## config.mk

```make
export PLATFORM = sky130hd
export DESIGN_NAME = dither_requant
export DESIGN_NICKNAME = d
export VERILOG_FILES = /design/src/rtl/dq_pkg.sv /design/src/rtl/dq_lfsr.sv /design/src/rtl/dq_tpdf.sv /design/src/rtl/dq_requant.sv /design/src/rtl/dither_requant.sv
export SDC_FILE = /design/constraint.sdc
export NUM_CORES = 1
export LEC_CHECK = 0
export CORE_MARGIN = 2
export CORE_UTILIZATION = 50
export CTS_CLUSTER_DIAMETER = 80
export DETAILED_ROUTE_END_ITERATION = 12
export PLACE_DENSITY = 0.79
export RECOVER_POWER = 50
export SKIP_LAST_GASP = 1
export SLEW_MARGIN = 20
export SYNTH_ARGS = -nofsm -noshare
export SYNTH_HDL_FRONTEND = slang
export SYNTH_SLANG_ARGS = --single-unit
```

## constraint.sdc

```tcl
create_clock -name clk -period 5.65 [get_ports clk]
set_input_delay 1.13 -clock clk [delete_from_list [all_inputs] [get_ports clk]]
set_output_delay 1.13 -clock clk [all_outputs]
set_load 0.02 [all_outputs]
```

## src/rtl/dq_pkg.sv

```systemverilog
package dq_pkg;

  // Round to nearest with ties upward, dividing by 2**sh.
  function automatic int round_half_up(input int v, input int sh);
    return (v + (1 <<< (sh - 1))) >>> sh;
  endfunction

  function automatic int clamp_int(input int v, input int lo, input int hi);
    if (v > hi) return hi;
    if (v < lo) return lo;
    return v;
  endfunction

endpackage

```

## src/rtl/dq_lfsr.sv

```systemverilog
module dq_lfsr #(
  parameter int unsigned W     = 8,
  parameter logic [W-1:0] TAPS = 8'hB8,
  parameter logic [W-1:0] SEED = 8'h01,
  parameter int unsigned STEPS = 8
) (
  input  logic         clk,
  input  logic         rst_n,
  input  logic         advance,
  output logic [W-1:0] value
);

  logic [W-1:0] state_q;
  logic [W-1:0] state_next;

  // Several single-bit shifts per accepted sample give fresh bits each time.
  function automatic logic [W-1:0] step_n(input logic [W-1:0] s_in);
    logic [W-1:0] s;
    s = s_in;
    for (int i = 0; i < int'(STEPS); i++) begin
      s = {s[W-2:0], ^(s & TAPS)};
    end
    return s;
  endfunction

  always_comb state_next = step_n(state_q);

  always_ff @(posedge clk) begin
    if (!rst_n)       state_q <= SEED;
    else if (advance) state_q <= state_next;
  end

  assign value = state_q;

  a_r7_hold_when_idle: assert property (@(posedge clk) disable iff (!rst_n)
    !advance |=> $stable(state_q));

  a_r7_never_locked: assert property (@(posedge clk) disable iff (!rst_n)
    state_q != '0);

endmodule

```

## src/rtl/dq_tpdf.sv

```systemverilog
module dq_tpdf #(
  parameter int unsigned UW = 8,
  localparam int unsigned DW = UW + 2
) (
  input  logic                 clk,
  input  logic                 rst_n,
  input  logic                 advance,
  output logic signed [DW-1:0] dither
);

  logic [UW-1:0] uni_a;
  logic [UW-1:0] uni_b;

  dq_lfsr #(.W(UW), .TAPS(UW'(8'hB8)), .SEED(UW'(8'h01)), .STEPS(UW)) gen_a (
    .clk(clk), .rst_n(rst_n), .advance(advance), .value(uni_a));

  dq_lfsr #(.W(UW), .TAPS(UW'(8'hB4)), .SEED(UW'(8'h5A)), .STEPS(UW)) gen_b (
    .clk(clk), .rst_n(rst_n), .advance(advance), .value(uni_b));

  // Sum of two uniforms is triangular; subtract the mean to centre it on zero.
  function automatic int centre_sum(input logic [UW-1:0] a, input logic [UW-1:0] b);
    return int'(a) + int'(b) - (1 << UW);
  endfunction

  always_comb dither = DW'(centre_sum(uni_a, uni_b));

  a_r4_dither_span: assert property (@(posedge clk) disable iff (!rst_n)
    (int'(dither) > -(1 << UW)) && (int'(dither) < (1 << UW)));

endmodule

```

## src/rtl/dq_requant.sv

```systemverilog
module dq_requant #(
  parameter int unsigned IN_W  = 16,
  parameter int unsigned OUT_W = 8,
  localparam int unsigned SH   = IN_W - OUT_W,
  localparam int unsigned DW   = SH + 2
) (
  input  logic [IN_W-1:0]      sample,
  input  logic signed [DW-1:0] dither,
  input  logic                 bypass,
  output logic [OUT_W-1:0]     result,
  output logic                 sat_hi,
  output logic                 sat_lo
);
  import dq_pkg::*;

  localparam int OMAX = (1 << (OUT_W - 1)) - 1;
  localparam int OMIN = -(1 << (OUT_W - 1));

  int sum_v;
  int rnd_v;

  always_comb begin
    sum_v  = int'($signed(sample)) + (bypass ? 0 : int'(dither));
    rnd_v  = round_half_up(sum_v, int'(SH));
    sat_hi = rnd_v > OMAX;
    sat_lo = rnd_v < OMIN;
    result = OUT_W'(clamp_int(rnd_v, OMIN, OMAX));
  end

endmodule

```

## src/rtl/dither_requant.sv

```systemverilog
module dither_requant #(
  parameter int unsigned IN_W  = 16,
  parameter int unsigned OUT_W = 8
) (
  input  logic             clk,
  input  logic             rst_n,
  input  logic             in_valid,
  input  logic [IN_W-1:0]  in_sample,
  input  logic             bypass,
  output logic             out_valid,
  output logic [OUT_W-1:0] out_sample
);
  import dq_pkg::*;

  localparam int unsigned SH = IN_W - OUT_W;
  localparam int unsigned DW = SH + 2;
  localparam int OMAX = (1 << (OUT_W - 1)) - 1;
  localparam int OMIN = -(1 << (OUT_W - 1));

  logic signed [DW-1:0] dither;
  logic [OUT_W-1:0]     rq_result;
  logic                 rq_sat_hi;
  logic                 rq_sat_lo;
  logic                 accept;

  assign accept = in_valid;

  dq_tpdf #(.UW(SH)) noise (
    .clk(clk), .rst_n(rst_n), .advance(accept), .dither(dither));

  dq_requant #(.IN_W(IN_W), .OUT_W(OUT_W)) quant (
    .sample(in_sample), .dither(dither), .bypass(bypass),
    .result(rq_result), .sat_hi(rq_sat_hi), .sat_lo(rq_sat_lo));

  always_ff @(posedge clk) begin
    if (!rst_n) begin
      out_valid  <= 1'b0;
      out_sample <= '0;
    end else begin
      out_valid <= accept;
      if (accept) out_sample <= rq_result;
    end
  end

  // Distance check against undithered rounding of the accepted sample.
  function automatic bit near_plain(input logic [IN_W-1:0] x, input logic [OUT_W-1:0] y);
    int p;
    int o;
    p = round_half_up(int'($signed(x)), int'(SH));
    o = int'($signed(y));
    return (o >= clamp_int(p - 1, OMIN, OMAX)) && (o <= clamp_int(p + 1, OMIN, OMAX));
  endfunction

  a_r1_valid_follows: assert property (@(posedge clk) disable iff (!rst_n)
    in_valid |=> out_valid);

  a_r1_idle_follows: assert property (@(posedge clk) disable iff (!rst_n)
    !in_valid |=> !out_valid);

  a_r4_within_one_level: assert property (@(posedge clk) disable iff (!rst_n)
    in_valid |=> near_plain($past(in_sample), out_sample));

  a_r3_clamp_high: assert property (@(posedge clk) disable iff (!rst_n)
    (in_valid && rq_sat_hi) |=> (out_sample == OUT_W'(OMAX)));

  a_r3_clamp_low: assert property (@(posedge clk) disable iff (!rst_n)
    (in_valid && rq_sat_lo) |=> (out_sample == OUT_W'(OMIN)));

endmodule

```

======== Word level (Yosys, flattened, before mapping) ========
Index checks and enable logic that the tools add are counted.
storage, ports and cells
  register bits ........................... 25
  input port bits ......................... 20
  output and inout bits ................... 9
operators by class
  magnitude comparators ................... 2
  muxes and demuxes ....................... 8
  reductions and logical operators ........ 16
  $add $sub $neg .......................... 4
operator list
  kind                      number
  $reduce_xor A8 Y1         16
  $add A16 B32 Y32          1
  $add A32 B9 Y32 const B   1
  $mux W32                  1
  $gt A24 B8 Y1 const B     1
  $lt A24 B8 Y1 const B     1
  $mux W8                   3
  $sub A10 B10 Y10 const B  1
  $add A8 B8 Y9             1
  $mux W7                   1
  $mux W1                   3

======== Longest topological paths before layout ========
  word-level depth ........................ 10
  depth in mapped cells ................... 19

======== Hierarchy ========
Synthesis repeated with hierarchy kept, for this count alone.
unflattened totals
  cell total of the unflattened synthesis .. 318
  area, all modules ....................... 2778.9 um2
modules (own cells, without submodules)
  module                  cells an instance  sequential area each (um2)  area each (um2)  instances
  dq_requant              148                0.0                         1108.6           1
  dq_lfsr at noise.gen_a  48                 160.2                       506.7            1
  dq_lfsr at noise.gen_b  56                 160.2                       484.2            1
  dq_tpdf                 39                 0.0                         350.3            1
  dither_requant          27                 180.2                       329.1            1

======== Worst setup path after synthesis ========
OpenSTA, ideal clock, no wires.
  path kind ............................... register to register
  start point ............................. register noise.gen_a.state_q[0], in the netlist noise.gen_a.value[0]
  end point ............................... register out_sample[6]
  setup time .............................. 122 ps
  arrival ................................. 4343 ps
  clock period less this slack ............ 4465 ps
  setup slack ............................. 1185 ps
  path buffers ............................ 0
  data required time ...................... 5528 ps
  cell stages (with the launch flop) ...... 20
  cells stage by stage .................... dfxtp_1 -> ha_1 -> inv_1 -> fa_1 -> nor2b_1 -> o21ai_0 -> a21boi_1 -> o21ai_0 -> a21boi_1 -> o21ai_0 -> and2_1 -> ha_1 -> ha_1 -> and3_2 -> nand4_1 -> and3b_1 -> or3_1 -> o311ai_2 -> a41oi_2 -> a221o_1
on the way
  word-level cells in the longest chain between the ends .. 10
ends and longest elaborated chain
  element                                         RTL line                   RTL
  from (decl)                                     dq_lfsr.sv:13              logic [W-1:0] state_q;
  from (signal assigned)                          dq_lfsr.sv:30              else if (advance) state_q <= state_next;
  $add A8 B8 Y9 (*)                               dq_tpdf.sv:22              return int'(a) + int'(b) - (1 << UW);
  $sub A10 B10 Y10 (*)                            dq_tpdf.sv:22
  $mux W32 (*)                                    dq_requant.sv:23           sum_v = int'($signed(sample)) + (bypass ? 0 : int'(dither));
  $add A16 B32 Y32 (*)                            dq_requant.sv:23
  $add A32 B9 Y32 (*)                             dq_pkg.sv:5                return (v + (1 <<< (sh - 1))) >>> sh;
  $gt A24 B8 Y1 or $lt A24 B8 Y1 (tied branches)  -
  $mux W7 or $mux W1 (tied branches)              dq_pkg.sv:9, dq_pkg.sv:10
  $mux W8 or $mux W1 (tied branches)              dq_pkg.sv:10               if (v < lo) return lo;
  $mux W8                                         dq_pkg.sv:11               return v;
  $mux W8 (*)                                     dq_pkg.sv:10
  to (signal assigned)                            dither_requant.sv:41       if (accept) out_sample <= rq_result;
  to (decl)                                       dither_requant.sv:11       output logic [OUT_W-1:0] out_sample
Mark *: on every way between the ends. The rest lies on a longest branch, timed or not. The select of a mux whose other input is x is not followed.
A chain may end at the register's enable or synchronous reset.

======== Final worst setup path ========
Ends and elaborated chain as after synthesis.

==> run metrics <==
global route total overflow=0; total inserted antenna cells=0; minimum setup slack in the final design=0.754 ns; routed vias/inst=5.63; Syn Inst Count=250; Pre-Repair DR Iteration Count=4; number of antenna violations at the first check in global routing=0; internal power consumption=between 700 and 800 uW; clock tree root buffer cell=sky130_fd_sc_hd__clkbuf_8; R2R setup slack=about 0.75 ns; routability-driven placement congestion ratio=between 0.8 and 0.9; biggest area contributors in the synthesized netlist=sky130_fd_sc_hd__dfxtp_1 (22%), sky130_fd_sc_hd__ha_1 (21%), sky130_fd_sc_hd__xnor2_1 (9.4%); number of sinks driven by the clock tree=25; max cap viols=0; vias in the first global route=1745; maximum root-to-sink buffer count=2; Avg WL per Cell=13.3 microns; worst reg2reg path startpoint=noise.gen_a.value[0]$_SDFFE_PN1P_; setup repair after global routing missed its margin=false; Final Hold Violating Endpoints=0; portion of total power attributed to combinational logic=68.9%; postcts setup bufs=0; number of levels in the clock H-tree=1; Fmax achieved=between 0.2 and 0.25 GHz; Register-to-Register Path Depth=19; quantity of I/O buffers inserted on ports=28; post-layout total power=1430 uW; maximum number of pins on one net before global-route repair=28; commonest register cell after synthesis=sky130_fd_sc_hd__dfxtp_1; switching pwr=roughly 640 uW; DRC viols=0; total number of vias=1848; post-cts gate resize count=0; number of synthesized flops with an enable pin=0; Final Critical Period=approximately 4.9 ns; number of hold-repair buffers added at the cts stage=0; static leakage power=around 0.0012 uW; setup slack at placement=approximately 0.8 ns; clock latency at the later pin of the worst-skew pair=between 0.2 and 0.3 ns; Post-Route WL=4360 microns; synthesized net count=309; largest area contributor in the synthesized netlist=sky130_fd_sc_hd__dfxtp_1; die outline area=0.00501 sq mm; crit path launch type=flip-flop; Synth cell types=45; CP Data Arrival Time=roughly 5 ns; initial DRC count=between 100 and 150; max-slew violations=0; number of endpoints failing setup at the final stage=0; sequential share of power=a little under a quarter; part of the Yosys area used for sequential elements=22.4%; number of standard-cell rows in the floorplan=24; core area=0.00432 sq mm; share of total power consumed by net switching=between 40% and 50%; layout-stage area growth over the synthesis result=16.1%; share of async-settable or async-resettable flops after synthesis=0%; status=complete, no violations; syn avg cell area=8.93 sq um; die span in y=~71 microns; Die Wd=roughly 70 microns; worst-path fanout max=8; IR Drop Worst-Case VDD=roughly 0.28 mV; worst setup path endpoint=out_sample[6]$_SDFFE_PN0P_; required arrival time at the worst endpoint=5.81 ns; register clock-pin slew on the reported worst setup and hold paths=roughly 0.080 ns; Max transition margin=a little over two fifths; dpl hpwl=about 3500 microns; I/O pin total=29; Post-Route Skew=0.00517 ns; fraction of layout cells with a size suffix above 1=~4%; Final ANT Viol Nets=0; number of buffers created by CTS=3; final critical-path share of the clock period=86.6%; Util after Layout=59.9%; type of the worst setup path=reg -> reg; number of synthesized register bits=25; Slew @ Worst Pin=around 0.85 ns; FILL cells=slightly above 400; area of the mapped netlist=between 0.002 and 0.0025 sq mm; TritonCTS clock tree=built; Power per Cell Area=approximately 550 mW/mm^2; multi-input gate area in the final layout=approximately 0.0017 sq mm; summed negative setup slack over all endpoints=0 ns; Tot GR Track Use=a little under a fifth; first-pass GRT wire length=~8000 microns; launching element of the worst setup path=noise.gen_a.value[0]$_SDFFE_PN1P_; part of the power in the clock network=7.3%; terminus of the critical flop-to-flop path=out_sample[6]$_SDFFE_PN0P_; fraction of post-synthesis cell area in the top cell type by area=between 20% and 30%; Yosys warning total=0; initial cell density of the core=51.6%; Seq. cell area=500 sq um; CP endpoint kind=flip-flop; NumNets Final=336; hold crit path type=reg -> reg
[synth_stat cells, types with 4 or more instances]
library cell,instances
sky130_fd_sc_hd__o21ai_0,8
sky130_fd_sc_hd__o21ai_1,6
sky130_fd_sc_hd__xnor2_1,24
sky130_fd_sc_hd__a221o_1,8
sky130_fd_sc_hd__and2_1,9
sky130_fd_sc_hd__nor2_1,9
sky130_fd_sc_hd__a21o_1,4
sky130_fd_sc_hd__inv_1,11
sky130_fd_sc_hd__xor2_1,22
sky130_fd_sc_hd__a21oi_1,11
sky130_fd_sc_hd__nor2b_1,5
sky130_fd_sc_hd__dfxtp_1,25
sky130_fd_sc_hd__clkbuf_1,5
sky130_fd_sc_hd__nand2_1,22
sky130_fd_sc_hd__ha_1,38
[through the flow]
| stage | instance area [sq um] | hold WS, ns | cells |
|---|---|---|---|
| 6_report | 2590 | 0.492 | 328 |
| 5_1_grt | 2590 | 0.505 | 328 |
| 4_1_cts | 2590 | 0.494 | 328 |
| 3_5_place_dp | 2550 | 0.474 | 324 |
| 3_3_place_gp | 2550 | 0.473 | 324 |
| 2_1_floorplan | 2230 | 0.534 | 250 |
[critical path: stages (launching register included)]
cell                       delay [ns]
sky130_fd_sc_hd__dfxtp_1         0.44
sky130_fd_sc_hd__ha_1            0.21
sky130_fd_sc_hd__inv_1           0.06
sky130_fd_sc_hd__fa_1            0.37
sky130_fd_sc_hd__nor2b_1         0.15
sky130_fd_sc_hd__o21ai_0         0.12
sky130_fd_sc_hd__a21boi_1        0.20
sky130_fd_sc_hd__o21ai_0         0.13
sky130_fd_sc_hd__a21boi_1        0.19
sky130_fd_sc_hd__o21ai_0         0.11
sky130_fd_sc_hd__and2_1          0.29
sky130_fd_sc_hd__ha_1            0.34
sky130_fd_sc_hd__ha_1            0.34
sky130_fd_sc_hd__and3_2          0.24
sky130_fd_sc_hd__nand4_1         0.10
sky130_fd_sc_hd__and3b_1         0.20
sky130_fd_sc_hd__o31a_1          0.36
sky130_fd_sc_hd__o41ai_1         0.43
sky130_fd_sc_hd__a41oi_2         0.14
sky130_fd_sc_hd__a221o_1         0.39
[worst min path at each step]
stage / depth (start not counted) / endpoint / startpoint
3_3_place_gp: 1 / out_sample[6]$_SDFFE_PN0P_ / out_sample[6]$_SDFFE_PN0P_
4_1_cts: 1 / out_sample[5]$_SDFFE_PN0P_ / out_sample[5]$_SDFFE_PN0P_
3_5_place_dp: 1 / out_sample[5]$_SDFFE_PN0P_ / out_sample[5]$_SDFFE_PN0P_
2_1_floorplan: 2 / noise.gen_b.value[3]$_SDFFE_PN1P_ / noise.gen_b.value[3]$_SDFFE_PN1P_
5_1_grt: 1 / out_sample[3]$_SDFFE_PN0P_ / out_sample[3]$_SDFFE_PN0P_
6_report: 1 / out_sample[6]$_SDFFE_PN0P_ / out_sample[6]$_SDFFE_PN0P_
[placed cells by master (no fill, tap or decap), types with 2 or more instances in the layout]
cell,n
sky130_fd_sc_hd__xor2_1,22
sky130_fd_sc_hd__dlygate4sd3_1,10
sky130_fd_sc_hd__xnor2_1,24
sky130_fd_sc_hd__a21oi_1,11
sky130_fd_sc_hd__a221o_1,8
sky130_fd_sc_hd__clkbuf_8,3
sky130_fd_sc_hd__nor2_1,9
sky130_fd_sc_hd__a211o_1,2
sky130_fd_sc_hd__inv_1,11
sky130_fd_sc_hd__a21boi_1,2
sky130_fd_sc_hd__nand2b_1,2
sky130_fd_sc_hd__nand3_1,3
sky130_fd_sc_hd__and2_1,9
sky130_fd_sc_hd__o21ai_0,9
sky130_fd_sc_hd__dfxtp_1,25
sky130_fd_sc_hd__o21ai_1,5
sky130_fd_sc_hd__ha_1,38
sky130_fd_sc_hd__clkdlybuf4s50_1,18
sky130_fd_sc_hd__a31oi_1,2
sky130_fd_sc_hd__nand2_1,22
sky130_fd_sc_hd__a21o_1,4
sky130_fd_sc_hd__o211a_1,3
sky130_fd_sc_hd__and3_1,2
sky130_fd_sc_hd__and3_2,3
sky130_fd_sc_hd__nor3_1,3
sky130_fd_sc_hd__nor2b_1,5
[cells by family after synthesis]
logic type | after synthesis | share of synthesized area, %
multiplexers | 1 | 0.448
AND/OR/NAND/NOR | 67 | 15.7
XOR/XNOR | 46 | 18.0
flip-flops | 25 | 22.4
AO/OA/AOI/OAI | 55 | 18.0
adder cells (fa/ha/maj) | 39 | 22.2
buffers and inverters | 17 | 3.20
[layout make-up]
type                       instances  area share, %
clock buffer                       4           1.74
sequential                        25           19.3
inverter                          11           1.59
multi-input combinational        208           64.0
timing repair buffer              28           10.8
tap                               52           2.51
[state kept, by name, summed over array words and instances (netlist names)]
signal             cells
noise.gen_b.value      8
out_sample             8
out_valid              1
noise.gen_a.value      8
[routing by layer]
metal | global-route usage, % | vias to the layer above | wire length (microns)
met1 | 26.2 | 857 | 2080
met5 | 0 | - | 0
met3 | 3.42 | 6 | 204
met4 | 4.61 | 0 | 51
met2 | 31.0 | 48 | 2020
li1 | - | 937 | -
[power by group through the flow]
stage / sequential, uW / clock, uW / combinational, uW
global route: 350 / 118 / 1120
global placement: 343 / 0 / 972
finish: 340 / 104 / 983
detailed placement: 345 / 0 / 992
CTS: 342 / 109 / 999
floorplan: 353 / 0 / 758
No activity file was read; power rests on OpenSTA's default activity.
